==> src/rtl/pwm8_pkg.sv <==
package pwm8_pkg;

  typedef enum logic [2:0] {
    MODE_FREE      = 3'd0,
    MODE_PC_FULL   = 3'd1,
    MODE_CTC       = 3'd2,
    MODE_FAST_FULL = 3'd3,
    MODE_RSV_A     = 3'd4,
    MODE_PC_CMP    = 3'd5,
    MODE_RSV_B     = 3'd6,
    MODE_FAST_CMP  = 3'd7
  } mode_e;

  localparam int NCH       = 2;
  localparam int ADDR_CTRL = 0;
  localparam int ADDR_STB  = 1;
  localparam int ADDR_CMP0 = 2;
  localparam int ADDR_CNT  = 4;
  localparam int ADDR_FLG  = 5;
  localparam int CTRL_W    = 3 + 2 * NCH;

  function automatic logic is_rsv(mode_e m);
    return (m == MODE_RSV_A) || (m == MODE_RSV_B);
  endfunction

  function automatic logic is_fast(mode_e m);
    return (m == MODE_FAST_FULL) || (m == MODE_FAST_CMP);
  endfunction

  function automatic logic is_phase(mode_e m);
    return (m == MODE_PC_FULL) || (m == MODE_PC_CMP);
  endfunction

  function automatic logic is_pwm(mode_e m);
    return is_fast(m) || is_phase(m);
  endfunction

  function automatic logic is_nonpwm(mode_e m);
    return (m == MODE_FREE) || (m == MODE_CTC);
  endfunction

  function automatic logic top_from_cmp(mode_e m);
    return (m == MODE_CTC) || (m == MODE_PC_CMP) || (m == MODE_FAST_CMP);
  endfunction

endpackage

==> src/rtl/pwm8_counter.sv <==
module pwm8_counter
  import pwm8_pkg::*;
#(
  parameter int W = 8
) (
  input  logic         clk,
  input  logic         rst,
  input  mode_e        mode,
  input  logic [W-1:0] cmp_a,
  output logic [W-1:0] cnt,
  output logic         dir_down,
  output logic         wrap_evt,
  output logic         reload_evt,
  output logic         ovf_evt
);
  localparam logic [W-1:0] MAXV = '1;
  localparam logic [W-1:0] ZERO = '0;
  localparam logic [W-1:0] ONE  = W'(1);

  logic [W-1:0] top;
  logic [W-1:0] cnt_d;
  logic         dir_d;

  always_comb begin
    top        = top_from_cmp(mode) ? cmp_a : MAXV;
    wrap_evt   = is_fast(mode) && (cnt == top);
    reload_evt = wrap_evt || (is_phase(mode) && !dir_down && (cnt >= top));
    ovf_evt    = 1'b0;
    case (mode)
      MODE_FREE, MODE_CTC, MODE_FAST_FULL: ovf_evt = (cnt == MAXV);
      MODE_FAST_CMP:                       ovf_evt = (cnt == top);
      MODE_PC_FULL, MODE_PC_CMP:           ovf_evt = dir_down && (cnt == ZERO);
      default:                             ovf_evt = 1'b0;
    endcase
  end

  always_comb begin
    cnt_d = cnt;
    dir_d = 1'b0;
    case (mode)
      MODE_FREE: cnt_d = cnt + ONE;
      MODE_CTC:  cnt_d = (cnt == cmp_a) ? ZERO : cnt + ONE;
      MODE_FAST_FULL, MODE_FAST_CMP: cnt_d = wrap_evt ? ZERO : cnt + ONE;
      MODE_PC_FULL, MODE_PC_CMP: begin
        if (!dir_down) begin
          if (cnt >= top) begin
            dir_d = 1'b1;
            cnt_d = (cnt == ZERO) ? ZERO : cnt - ONE;
          end else begin
            cnt_d = cnt + ONE;
          end
        end else if (cnt == ZERO) begin
          dir_d = 1'b0;
          cnt_d = (top == ZERO) ? ZERO : ONE;
        end else begin
          dir_d = 1'b1;
          cnt_d = cnt - ONE;
        end
      end
      default: begin
        cnt_d = cnt;
        dir_d = dir_down;
      end
    endcase
  end

  always_ff @(posedge clk) begin
    if (rst) begin
      cnt      <= ZERO;
      dir_down <= 1'b0;
    end else begin
      cnt      <= cnt_d;
      dir_down <= dir_d;
    end
  end

  // reserved modes freeze the count
  p_rsv_hold_r1: assert property (@(posedge clk) disable iff (rst)
    is_rsv(mode) |=> (cnt == $past(cnt)));

  // phase-correct turnaround at the ceiling
  p_phase_turn_r1: assert property (@(posedge clk) disable iff (rst)
    (is_phase(mode) && !dir_down && (cnt >= top) && (top != ZERO)) |=> dir_down);

  // fast PWM wraps at its ceiling
  p_fast_wrap_r2: assert property (@(posedge clk) disable iff (rst)
    (is_fast(mode) && (cnt == top)) |=> (cnt == ZERO));

  // clear-on-compare returns to zero
  p_ctc_clear_r6: assert property (@(posedge clk) disable iff (rst)
    ((mode == MODE_CTC) && (cnt == cmp_a)) |=> (cnt == ZERO));

endmodule

==> src/rtl/pwm8_regs.sv <==
module pwm8_regs
  import pwm8_pkg::*;
#(
  parameter int W  = 8,
  parameter int AW = 3
) (
  input  logic                   clk,
  input  logic                   rst,
  input  logic                   we,
  input  logic [AW-1:0]          addr,
  input  logic [W-1:0]           wdata,
  input  logic [W-1:0]           cnt,
  input  logic                   reload_evt,
  input  logic                   ovf_evt,
  input  logic [NCH-1:0]         match_evt,
  output mode_e                  mode,
  output logic [NCH-1:0][1:0]    act,
  output logic [NCH-1:0][W-1:0]  ocr,
  output logic [NCH-1:0]         force_req,
  output logic                   flag_ovf,
  output logic [NCH-1:0]         flag_cmp,
  output logic [W-1:0]           rdata
);
  logic [CTRL_W-1:0]       ctrl_q;
  logic [NCH-1:0][W-1:0]   shadow_q;
  logic [W-1:0]            rd_d;
  logic                    wr_ctrl, wr_stb, wr_flg;
  logic [NCH-1:0]          wr_cmp;

  always_comb begin
    mode    = mode_e'(ctrl_q[2:0]);
    wr_ctrl = we && (addr == AW'(ADDR_CTRL));
    wr_stb  = we && (addr == AW'(ADDR_STB));
    wr_flg  = we && (addr == AW'(ADDR_FLG));
    for (int c = 0; c < NCH; c++) begin
      act[c]       = ctrl_q[3 + 2*c +: 2];
      wr_cmp[c]    = we && (addr == AW'(ADDR_CMP0 + c));
      force_req[c] = wr_stb && wdata[c];
    end
  end

  always_comb begin
    rd_d = '0;
    if (addr == AW'(ADDR_CTRL)) rd_d = W'(ctrl_q);
    if (addr == AW'(ADDR_CNT))  rd_d = cnt;
    if (addr == AW'(ADDR_FLG))  rd_d = W'({flag_cmp, flag_ovf});
    for (int c = 0; c < NCH; c++) begin
      if (addr == AW'(ADDR_CMP0 + c)) rd_d = shadow_q[c];
    end
  end

  always_ff @(posedge clk) begin
    if (rst) begin
      ctrl_q   <= '0;
      shadow_q <= '0;
      ocr      <= '0;
      flag_ovf <= 1'b0;
      flag_cmp <= '0;
      rdata    <= '0;
    end else begin
      rdata <= rd_d;
      if (wr_ctrl) ctrl_q <= wdata[CTRL_W-1:0];
      for (int c = 0; c < NCH; c++) begin
        if (is_pwm(mode) && reload_evt) ocr[c] <= shadow_q[c];
        if (wr_cmp[c]) begin
          shadow_q[c] <= wdata;
          if (!is_pwm(mode)) ocr[c] <= wdata;
        end
        flag_cmp[c] <= (flag_cmp[c] && !(wr_flg && wdata[c+1])) || match_evt[c];
      end
      flag_ovf <= (flag_ovf && !(wr_flg && wdata[0])) || ovf_evt;
    end
  end

  // strobe address always reads zero
  p_strobe_zero_r11: assert property (@(posedge clk) disable iff (rst)
    (addr == AW'(ADDR_STB)) |=> (rdata == '0));

  // in PWM modes the active compare only moves at the TOP event
  p_buf_hold_r3: assert property (@(posedge clk) disable iff (rst)
    (is_pwm(mode) && !reload_evt) |=> $stable(ocr));

  // overflow event always leaves the flag set (set beats clear)
  p_ovf_set_r4: assert property (@(posedge clk) disable iff (rst)
    ovf_evt |=> flag_ovf);

  // match event on channel A leaves its flag set
  p_cmp_set_r5: assert property (@(posedge clk) disable iff (rst)
    match_evt[0] |=> flag_cmp[0]);

endmodule

==> src/rtl/pwm8_wave.sv <==
module pwm8_wave
  import pwm8_pkg::*;
#(
  parameter int W = 8
) (
  input  logic         clk,
  input  logic         rst,
  input  mode_e        mode,
  input  logic [1:0]   act,
  input  logic [W-1:0] cnt,
  input  logic [W-1:0] cmp,
  input  logic         dir_down,
  input  logic         wrap_evt,
  input  logic         force_req,
  output logic         match_evt,
  output logic         pin,
  output logic         pin_oe
);
  logic pin_d, oe_d, frc;

  always_comb begin
    match_evt = !is_rsv(mode) && (cnt == cmp);
    frc       = force_req && is_nonpwm(mode);
    pin_d     = pin;
    oe_d      = pin_oe;
    if (!is_rsv(mode)) begin
      if (is_nonpwm(mode)) begin
        oe_d = (act != 2'b00);
        if (match_evt || frc) begin
          case (act)
            2'b01:   pin_d = ~pin;
            2'b10:   pin_d = 1'b0;
            2'b11:   pin_d = 1'b1;
            default: pin_d = pin;
          endcase
        end
      end else begin
        oe_d = act[1];
        if (act[1]) begin
          if (is_fast(mode)) begin
            if (wrap_evt)       pin_d = ~act[0];
            else if (match_evt) pin_d = act[0];
          end else if (match_evt) begin
            pin_d = dir_down ? ~act[0] : act[0];
          end
        end
      end
    end
  end

  always_ff @(posedge clk) begin
    if (rst) begin
      pin    <= 1'b0;
      pin_oe <= 1'b0;
    end else begin
      pin    <= pin_d;
      pin_oe <= oe_d;
    end
  end

  // reserved modes leave the pin untouched
  p_rsv_pin_r1: assert property (@(posedge clk) disable iff (rst)
    is_rsv(mode) |=> $stable(pin));

  // a strobe in a PWM mode with no other event changes nothing
  p_force_pwm_r10: assert property (@(posedge clk) disable iff (rst)
    (force_req && is_pwm(mode) && !match_evt && !wrap_evt) |=> $stable(pin));

endmodule

==> src/rtl/pwm8_timer.sv <==
module pwm8_timer
  import pwm8_pkg::*;
#(
  parameter int W  = 8,
  parameter int AW = 3
) (
  input  logic          clk,
  input  logic          rst,
  input  logic          bus_we,
  input  logic [AW-1:0] bus_addr,
  input  logic [W-1:0]  bus_wdata,
  output logic [W-1:0]  bus_rdata,
  output logic          ovf_flag,
  output logic          cmpa_flag,
  output logic          cmpb_flag,
  output logic          wave_a,
  output logic          wave_a_oe,
  output logic          wave_b,
  output logic          wave_b_oe
);
  mode_e                  mode;
  logic [NCH-1:0][1:0]    act;
  logic [NCH-1:0][W-1:0]  ocr;
  logic [NCH-1:0]         force_req;
  logic [NCH-1:0]         match_evt;
  logic [NCH-1:0]         flag_cmp;
  logic [NCH-1:0]         pin, pin_oe;
  logic [W-1:0]           cnt;
  logic                   dir_down, wrap_evt, reload_evt, ovf_evt;

  pwm8_counter #(.W(W)) u_cnt (
    .clk(clk), .rst(rst), .mode(mode), .cmp_a(ocr[0]),
    .cnt(cnt), .dir_down(dir_down), .wrap_evt(wrap_evt),
    .reload_evt(reload_evt), .ovf_evt(ovf_evt)
  );

  pwm8_regs #(.W(W), .AW(AW)) u_regs (
    .clk(clk), .rst(rst), .we(bus_we), .addr(bus_addr), .wdata(bus_wdata),
    .cnt(cnt), .reload_evt(reload_evt), .ovf_evt(ovf_evt),
    .match_evt(match_evt), .mode(mode), .act(act), .ocr(ocr),
    .force_req(force_req), .flag_ovf(ovf_flag), .flag_cmp(flag_cmp),
    .rdata(bus_rdata)
  );

  for (genvar c = 0; c < NCH; c++) begin : g_ch
    pwm8_wave #(.W(W)) u_wave (
      .clk(clk), .rst(rst), .mode(mode), .act(act[c]), .cnt(cnt),
      .cmp(ocr[c]), .dir_down(dir_down), .wrap_evt(wrap_evt),
      .force_req(force_req[c]), .match_evt(match_evt[c]),
      .pin(pin[c]), .pin_oe(pin_oe[c])
    );
  end

  assign cmpa_flag = flag_cmp[0];
  assign cmpb_flag = flag_cmp[1];
  assign wave_a    = pin[0];
  assign wave_b    = pin[1];
  assign wave_a_oe = pin_oe[0];
  assign wave_b_oe = pin_oe[1];

endmodule

==> config.mk <==
export PLATFORM = sky130hd
export DESIGN_NAME = pwm8_timer
export DESIGN_NICKNAME = d
export VERILOG_FILES = /design/src/rtl/pwm8_pkg.sv /design/src/rtl/pwm8_counter.sv /design/src/rtl/pwm8_regs.sv /design/src/rtl/pwm8_wave.sv /design/src/rtl/pwm8_timer.sv
export SDC_FILE = /design/constraint.sdc
export NUM_CORES = 1
export LEC_CHECK = 0
export BUFFER_PORTS_ARGS = -buffer_cell sky130_fd_sc_hd__buf_2
export CORE_MARGIN = 2
export CORE_UTILIZATION = 40
export DETAILED_ROUTE_END_ITERATION = 16
export SYNTH_ARGS = -nofsm -noshare
export SYNTH_HDL_FRONTEND = slang
export SYNTH_SLANG_ARGS = --single-unit
==> constraint.sdc <==
create_clock -name clk -period 8.7 [get_ports clk]
set_input_delay 0.435 -clock clk [delete_from_list [all_inputs] [get_ports clk]]
set_output_delay 0.435 -clock clk [all_outputs]
set_load 0.005 [all_outputs]
Yosys cells after proc, flatten, opt, wreduce, memory -nomap -nowiden
Cells that the tools add are included.

operators by class
  add/sub/neg operators = 2
  $lt $le $gt $ge = 1
  eq/ne operators = 26
  mux-type cells = 45
  bitwise logic cells = 5
  reductions and logical operators = 60

operators by type and width
  cell                                              count
  2-to-1 mux 8 bit                                  17
  case mux 8 bit (4 select lines)                   1
  == test 8 bit                                     3
  logical AND 1 bit                                 22
  2-to-1 mux 1 bit                                  22
  == test 3 bit, second input constant              6
  logical NOT 8 bit                                 2
  logical OR 1 bit                                  13
  == test 3 x 2 -> 1 bit, second input constant     4
  AND reduction 6 bit                               2
  nonzero test 3 bit                                4
  nonzero test 2 bit                                5
  case mux 1 bit (3 select lines)                   3
  adder 8 x 1 -> 8 bit, second input constant       1
  == test 2 bit, second input constant              4
  == test 8 bit, second input constant              1
  greater-or-equal comparator 8 bit                 1
  subtractor 8 x 1 -> 8 bit, second input constant  1
  2-to-1 mux 7 bit                                  1
  == test 3 x 1 -> 1 bit, second input constant     2
  logical NOT 3 bit                                 2
  logical NOT 1 bit                                 5
  inverter 1 bit                                    5
  == test 2 x 1 -> 1 bit, second input constant     2
  other kinds (9)                                   10

word-level totals
  bits in registers = 63
  input port bits = 14
  output and inout bits = 15
  logic and storage cells = 153

Longest topological paths before layout
Gate-level depths: netlist of the first run.

  word-level depth = 11
  depth in mapped cells = 12
  depth with buffers taken out = 11

By module
From an unflattened synthesis of the first run, not the netlist that was laid out.

second synthesis, totals
  cell total of the unflattened synthesis = 488
  area total of the unflattened synthesis = 3,983.8 um^2

modules (own cells, without submodules)
  module        instances  cells an instance  area each (um^2)  sequential area each (um^2)
  pwm8_regs     1          258                2,247.2           1,001.0
  pwm8_counter  1          160                1,211.2           180.2
  pwm8_wave     2          35                 262.8             40.0

Least setup slack after synthesis of the first run
Ideal clock, no wire load.

  kind = reg2reg
  from = register u_regs.ctrl_q[2]
  to = register u_cnt.cnt[4]
  setup time = 0.132 ns
  data arrival time = 2.730 ns
  required time = 8.568 ns
  setup slack = 5.838 ns
  stages on the path, launching flop included = 13
  buffers on the path = 2
  period minus slack after synthesis = 2.862 ns
  cells stage by stage = dfxtp_1 > buf_2 > nor3_1 > a21oi_1 > or2_2 > ha_1 > nand2b_4 > a2111oi_4 > o21bai_2 > o21ba_1 > buf_6 > a222oi_1 > a211oi_1

on the way
  word-level cells in the longest chain between the ends = 8
  elaborated cells between the ends (all ways) = 20
  those cells by class = 1 x order compare; 6 x eq/ne; 5 x mux; 8 x reduce/logical

ends and longest elaborated chain
  element                                                             RTL line                                RTL
  start, declared                                                     pwm8_regs.sv:24                         logic [CTRL_W-1:0] ctrl_q;
  start signal, assigned                                              pwm8_regs.sv:62                         if (wr_ctrl) ctrl_q <= wdata[CTRL_W-1:0];
  == test 3 x 2 -> 1 bit or == test 3 bit (tied branches)             pwm8_pkg.sv:43, pwm8_counter.sv:40
  logical OR 1 bit (2 in series)                                      pwm8_pkg.sv:43                          return (m == MODE_CTC) || (m == MODE_PC_CMP) || (m == MODE_FAST_CMP);
  2-to-1 mux 8 bit                                                    pwm8_counter.sv:25                      top = top_from_cmp(mode) ? cmp_a : MAXV;
  greater-or-equal comparator 8 bit or == test 8 bit (tied branches)  pwm8_counter.sv:46, pwm8_counter.sv:26
  2-to-1 mux 8 bit or logical AND 1 bit (tied branches)               pwm8_counter.sv:46, pwm8_counter.sv:26
  2-to-1 mux 8 bit, on equally long branches                          pwm8_counter.sv:45, pwm8_counter.sv:43
  case mux 8 bit (4 select lines)                                     pwm8_counter.sv:40                      case (mode)
  end signal, assigned                                                pwm8_counter.sv:72                      cnt <= cnt_d;
  end, declared                                                       pwm8_counter.sv:10                      output logic [W-1:0] cnt,

Parallel ways exist; a longest one is shown, timed or not.
A chain may end at the register's enable or synchronous reset.

Worst setup path in the final report of the first run
Ends and elaborated chain as after synthesis.

==> summary.txt, run 1 <==
Timing
  • RSZ-0062 raised after global routing: no
  • F_max: 308 MHz
  • Fin. Hold Viols: 0
  • Max_slew headroom: 0.241
  • Final setup viols: 0
  • Period Utilization, post-route: 0.373
  • Min Tclk post-route: between 3 and 4 ns
  • Setup_tns: 0 ns
  • Final slew viol count: 0
  • Fin Clk Skew: 0.00906 ns
  • Worst Tran Pin Value: 1.13 ns

Layout
  • Commonest non-fill, non-tap cell in the layout: nor2_1
  • Fillers: approximately 910
  • Layout cells sized above 1: 0.121
  • Storage element area: between 1000 and 1500 um^2
  • Most frequent cells in the layout: 73 x nor2_1, 63 x dfxtp_1, 56 x nand2_1
  • Fin nets: 500
  • Finished Layout Cells: about 600
  • Layout Area Growth over Synthesis: 9.55%
  • Antenna cells: 0
  • Area of the multi-input gates: approximately 2200 um^2

CTS
  • H-Tree Depth: 3
  • Root Buffer: clkbuf_8
  • Sink Count: 63
  • CTS tree: built
  • CTS Buf Count: 9
  • CTS hold repair buffers: 0
  • Bufs on Longest Clock Path: 2
  • Post-cts resize count: 0
  • Clock Latency Late Sink: roughly 0.35 ns
  • Setup Fix Bufs, Post-CTS: 0
  • Clock Pin Slew Worst Setup and Hold Paths: approximately 0.08 ns

Synthesis
  • Yosys warnings: 0
  • Post-synthesis register bit count: 63
  • Post-Syn Area per Cell: roughly 8.0 um^2
  • Synth unique cells: a little over 60
  • Post-synth top area share: 0.340
  • Post-synth EDFFs: 0
  • Cell Area, Synth: about 3700 um^2
  • Synth async-reset ratio: 0
  • Synth area leaders: dfxtp_1 34%, nor2_1 7.4%, mux2i_1 6.7%, a21oi_1 5.7%, nand2_1 5.7%
  • Top_reg_cell synth: dfxtp_1
  • Dominant cell type by area after synthesis: dfxtp_1
  • Post-Syn Instances: 463
  • Sequential area share after synthesis: 0.340
  • Syn Nets: 490

Route
  • Vias per inst: a little under 6
  • Initial DRC Count: 248
  • Final wirelength: 10,600 um
  • DRT Pass-1 Iters: 4
  • DRC errors left: 0
  • DRT antenna net count: 0
  • Via count: approximately 3,400
  • WL per Instance: between 15 and 20 um

Floorplan
  • Initial Util: 0.407
  • Die W: approximately 100 um
  • Rows: 35
  • Die extent in y: 100 um
  • Ports: 29
  • Core area: between 9000 and 10,000 um^2
  • Die Footprint: ~10,000 um^2

Run
  • Max_cap viols: 0

Global routing
  • Largest net degree at the start of global routing: between 60 and 70
  • GRT Total Usage: 0.219
  • Global-route wire length before repair: 17,000 um
  • Gr ovfl total: 0
  • Initial antenna violation count: 0
  • Vias in the first global route: roughly 3,100

Place
  • DP Wirelength: between 7000 and 8000 um
  • PortBufs: 28
  • RD Place Congestion: 0.839
  • DP Cell Count: between 500 and 600

Setup path
  • Type of the worst setup path: register to register
  • CP endpoint kind: register
  • Worst-path cell chain: nor3_1, a21oi_1, or2_2, ha_1, nand2b_4, a2111oi_4, o21bai_2, o21ba_1, a222oi_1, a211oi_1
  • Worst Path Required: roughly 9 ns
  • Worst path slowest cell: dfxtp_1
  • Max FO, Critical Path: 15
  • CP peak stage delay: between 0.6 and 0.7 ns
  • Critical Path Start Type: register
  • Arr. time, crit path: 3.45 ns

Pwr
  • Leak pwr: between 1.5 and 2 nW
  • PD cells: between 150 and 200 nW/um^2
  • VDD IR-drop max: roughly 0.0001 V
  • Design Power: just over 700 uW

Outcome
  • Outcome: finished, final reports clean

Worst hold path
  • Worst hold path class: input pin to register
[final timing paths]
check / start / end / slack [ns] / cells past startpoint
max reg2reg: u_regs.ctrl_q[2] / u_cnt.cnt[4] / 5.45 / 10
max: u_regs.ctrl_q[2] / u_cnt.cnt[4] / 5.45 / 10
min: bus_wdata[7] / u_regs.shadow_q[15] / 0.35 / 3
min reg2reg: u_regs.shadow_q[9] / u_regs.shadow_q[9] / 0.48 / 2
[critical path, delay by kind of cell (launching register included)]
kind / cells / cell delay (ns)
simple gates: 3 / 0.46
fa+ha+maj: 1 / 0.23
compound gates: 6 / 1.77
flops: 1 / 0.64
[layer usage]
layer	global-route usage	vias to the layer above	share of wire
met5	0	-	0
met4	0.0664	0	0.018
met3	0.0467	20	0.057
met2	0.354	116	0.47
met1	0.295	1606	0.46
li1	-	1654	-
[synthesized netlist by cell type (2+ instances only)]
cell type / n
nor2_1: 73
dfxtp_1: 63
nand2_1: 56
a21oi_1: 42
mux2i_1: 25
a211oi_1: 22
xnor2_1: 21
ha_1: 13
clkbuf_1: 12
o21ai_0: 12
buf_2: 11
inv_1: 10
nand4_1: 9
nor3_1: 7
nand3_1: 6
nand2b_1: 5
nor4_1: 5
xor2_1: 5
a21o_1: 4
a22oi_1: 4
o21ai_1: 4
o32a_1: 4
a21boi_0: 3
and3_1: 3
o31ai_1: 3
a311oi_1: 2
nor3_2: 2
o211ai_1: 2
or4_1: 2
[power breakdown]
group / internal, mW / switching [mW]
combinational: 0.0414 / 0.0556
sequential: 0.299 / 0.0180
clock: 0.171 / 0.126
total: 0.511 / 0.200
[through the flow]
stage	instance area (um^2)	util	worst slack, ns	hold slack, ns
after global placement	3830	0.421	5.61	0.453
after global routing	4060	0.446	5.15	0.346
after CTS	4060	0.446	5.50	0.343
after detailed placement	3830	0.421	5.52	0.463
after floorplan	3710	-	5.84	0.446
final	4060	0.446	5.45	0.353
[registers in the layout, indices dropped and copies added (netlist names), 2 cells and up]
register and flops:
g_ch.u_wave.pin 2, g_ch.u_wave.pin_oe 2, u_cnt.cnt 8, u_regs.ctrl_q 7
u_regs.flag_cmp 2, u_regs.ocr 16, u_regs.rdata 8, u_regs.shadow_q 16
[area by class of cell]
type,instances,area share
Clock buffer,10,0.0339
Tap cell,111,0.0342
Sequential cell,63,0.311
Inverter,11,0.0102
Timing Repair Buffer,29,0.0364
Clock inverter,6,0.0225
Multi-Input combinational cell,359,0.552
[cell families (layout without fill, tap and decap cells)]
group / after synthesis / in the layout / share of synthesized area
muxes: 26 / 26 / 0.0705
DFF: 63 / 63 / 0.340
AOI/OAI and AO/OA: 117 / 117 / 0.214
buffers and inverters: 41 / 56 / 0.0564
adders and majority gates: 13 / 13 / 0.0439
and+or+nand+nor: 177 / 177 / 0.214
xor gates and xnor gates: 26 / 26 / 0.0614
Note: power is estimated with default switching activity, not from simulation.
==> run 2: changes to the inputs <==
--- a/config.mk
+++ b/config.mk
@@ -5,6 +5,7 @@
 export SDC_FILE = /design/constraint.sdc
 export NUM_CORES = 1
 export LEC_CHECK = 0
+export ABC_AREA = 1
 export BUFFER_PORTS_ARGS = -buffer_cell sky130_fd_sc_hd__buf_2
 export CORE_MARGIN = 2
 export CORE_UTILIZATION = 40
==> constraint.sdc (replaced) <==
create_clock -name clk -period 2.6 [get_ports clk]
set_input_delay 0.13 -clock clk [delete_from_list [all_inputs] [get_ports clk]]
set_output_delay 0.13 -clock clk [all_outputs]
set_load 0.005 [all_outputs]
==> run 2 against run 1 <==
Compared with the run above:
- first-iteration DRC count rose by 22%
- register-to-register slack got worse by 5.3 ns
- utilization grew 3.1 points
- cell count up 21%
- area after synthesis up 0.34%
- clock-buffer cell count did not move
- non-clock buffer count rose by 20
- largest cell class unchanged
- highest routed layer unchanged
==> summary.txt, run 2 <==
Outcome
  • Outcome: finished, final reports clean

Setup path
  • Max FO, Critical Path: 8
  • FF-to-FF Start: u_regs.ctrl_q[0]
  • CP endpoint kind: register
  • FF-to-FF End: u_regs.ocr[13]
  • Critical Path Start Type: register
  • Worst-case reg-to-reg path depth: 18
  • Type of the worst setup path: register to register
  • R2R setup slack: 0.16 ns
  • Worst Path Required: 2.84 ns
  • Arr. time, crit path: 2.68 ns

Worst hold path
  • Min-Delay Endpoint: u_regs.shadow_q[7]
  • Worst hold path class: input pin to register
  • Hold_sp: bus_wdata[7]
  • WHS Path Cells: 3

Timing
  • Min Tclk post-route: between 2 and 2.5 ns
  • Hold slack: between 0.06 and 0.07 ns
  • Max_slew headroom: 0.542
  • F_max: roughly 400 MHz
  • Fin. Hold Viols: 0
  • Worst Tran Pin Value: around 0.7 ns
  • Period Utilization, post-route: 0.939
  • Final setup viols: 0
  • Fin Clk Skew: slightly below 0.008 ns
  • Final slew viol count: 0

Route
  • DRT antenna net count: 0
  • Via count: 3,749
  • Final wirelength: approximately 11,000 um
  • WL per Instance: 15.7 um
  • Vias per inst: 5.26
  • DRT Pass-1 Iters: 5
  • Initial DRC Count: 303
  • DRC errors left: 0

Synthesis
  • Post-synth top cells: 109 x nand2_1, 81 x nor2_1, 63 x dfxtp_1
  • Post-Syn Area per Cell: between 6 and 7 um^2
  • Synth area leaders: dfxtp_1 34%, nand2_1 11%, nor2_1 8.2%, nand3_1 7.0%, a21oi_1 6.2%
  • Top_reg_cell synth: dfxtp_1
  • Post-synth EDFFs: 0
  • Sequential area share after synthesis: 0.339
  • Synth async-reset ratio: 0
  • Syn Nets: 583
  • Yosys warnings: 0
  • Cell Area, Synth: ~3700 um^2
  • Post-Syn Instances: ~560
  • Dominant cell type by area after synthesis: dfxtp_1
  • Post-synthesis register bit count: 63
  • Synth unique cells: 34
  • Post-synth top area share: 0.339
  • Most frequent cell after synthesis: nand2_1

Floorplan
  • Ports: 29
  • Die W: 100 um
  • Die Footprint: between 10,000 and 15,000 um^2
  • Initial Util: 0.408
  • Core area: approximately 9100 um^2
  • Die extent in y: approximately 100 um
  • Rows: 35

Pwr
  • Flop pwr share: 0.427
  • Power share of the combinational group: 0.167
  • Leak pwr: 2.01 nW
  • Cell-internal power: 1.73 mW
  • Clk network pwr share: 0.406
  • PD cells: 562 nW/um^2
  • Net Sw Frac: 0.291
  • VDD IR-drop max: roughly 0.0005 V
  • Sw Pwr: 712 uW

Global routing
  • Gr ovfl total: 0
  • Initial antenna violation count: 0
  • Vias in the first global route: roughly 3,400
  • Largest net degree at the start of global routing: 27
  • Global-route wire length before repair: approximately 18,000 um
  • GRT Total Usage: 0.228

CTS
  • Sink Count: 63
  • Bufs on Longest Clock Path: 2
  • CTS hold repair buffers: 0
  • Clock Pin Slew Worst Setup and Hold Paths: ~0.08 ns
  • CTS Buf Count: 9
  • Root Buffer: clkbuf_8
  • H-Tree Depth: 3
  • Clock Latency Late Sink: around 0.34 ns
  • CTS tree: built

Layout
  • Antenna cells: 0
  • Top flop regs: u_regs.ocr: 16 flops, u_regs.shadow_q: 16 flops
  • Most frequent cells in the layout: 108 x nand2_1, 79 x nor2_1, 61 x dfxtp_1
  • Commonest non-fill, non-tap cell in the layout: nand2_1
  • Layout Area Growth over Synthesis: 16.8%
  • Finished Layout Cells: ~710
  • Fin nets: 624
  • Layout cells sized above 1: 0.156

Place
  • DP Cell Count: approximately 690
  • RD Place Congestion: approximately 0.88
  • PortBufs: 28
  • DP Wirelength: between 8000 and 9000 um

Run
  • Max_cap viols: 0
## run 2: cell count changes in the layout (fill, tap and decap cells not counted), sizes merged, moves of 18 or more
cell    change
nand2      +55
nand3      +47
inv        +44
o21ai      +28
mux2i      -25
a211oi     -22
buf        +20
nor2       +18
## run 2: through the flow
stage                util  power (mW)  instance area, um^2  TNS [ns]  setup slack [ns]
finish              0.477        2.44                 4340         0             0.159
floorplan               -        1.33                 3720         0             0.172
detailed placement  0.442        1.47                 4030         0            0.0253
global placement    0.442        1.46                 4030         0             0.120
CTS                 0.467        2.46                 4260         0           0.00217
global route        0.477        2.57                 4340  -0.00547          -0.00547
## run 2: per-layer routing
metal	GRT usage	vias to the layer above	routed length (um)
li1	-	1899	-
met1	0.323	1704	5340
met2	0.352	119	4950
met3	0.0348	27	570
met4	0.0822	0	317
met5	0	-	0
## run 2: worst max path at each step
stage / start / to / slack [ns]
finish: u_regs.ctrl_q[0] / u_regs.ocr[13] / 0.16
global placement: u_regs.ctrl_q[0] / u_regs.ocr[6] / 0.12
global route: u_regs.ctrl_q[2] / u_regs.ocr[0] / -0.005
CTS: u_regs.ctrl_q[0] / u_regs.ocr[2] / 0.002
floorplan: u_regs.ctrl_q[0] / u_regs.ocr[6] / 0.17
detailed placement: u_regs.ctrl_q[0] / u_regs.ocr[14] / 0.03
## run 2: power groups by stage
| stage | Combinational [mW] | Sequential, mW | Clock, mW |
|---|---|---|---|
| after floorplan | 0.265 | 1.06 | 0 |
| after global placement | 0.397 | 1.06 | 0 |
| after detailed placement | 0.402 | 1.07 | 0 |
| after CTS | 0.403 | 1.04 | 1.01 |
| after global routing | 0.462 | 1.05 | 1.06 |
| final | 0.407 | 1.04 | 0.992 |
## run 2: cell type report
type | count | area (um^2)
Fill cell | 959 | 4760
Multi-Input combinational cell | 417 | 2190
Sequential cell | 63 | 1260
Timing Repair Buffer | 49 | 310
Inverter | 57 | 214
Tap cell | 111 | 139
Clock buffer | 10 | 138
Clock inverter | 6 | 91.3
## run 2: worst max-delay path, stage by stage, from the launching register on
cell and delay, ns:
dfxtp_2 0.35, inv_2 0.08, nand2_4 0.05, nor2_4 0.12
a21oi_4 0.07, or2_2 0.28, ha_1 0.27, nand2_1 0.06
nor2_2 0.14, nand2_1 0.10, nand2_1 0.08, nor2_2 0.05
nand2_1 0.10, nand2_4 0.12, buf_4 0.18, nand3_1 0.08
nand3_1 0.08, nand2_1 0.10, nor2_2 0.03
## run 2: timing repair
| item | in CTS | in global routing |
|---|---|---|
| buffers inserted | 0 | 4 |
| resized for setup | 0 | 11 |
| endpoints found under the setup margin | 0 | 25 |
## run 2: kinds of logic after synthesis
group	Yosys count	synth area share
AND/OR/NAND/NOR	272	0.323
buffers and inverters	76	0.0838
adder cells (fa/ha/maj)	13	0.0437
XOR/XNOR	21	0.0494
AO/OA/AOI/OAI	111	0.161
flip-flops	63	0.339
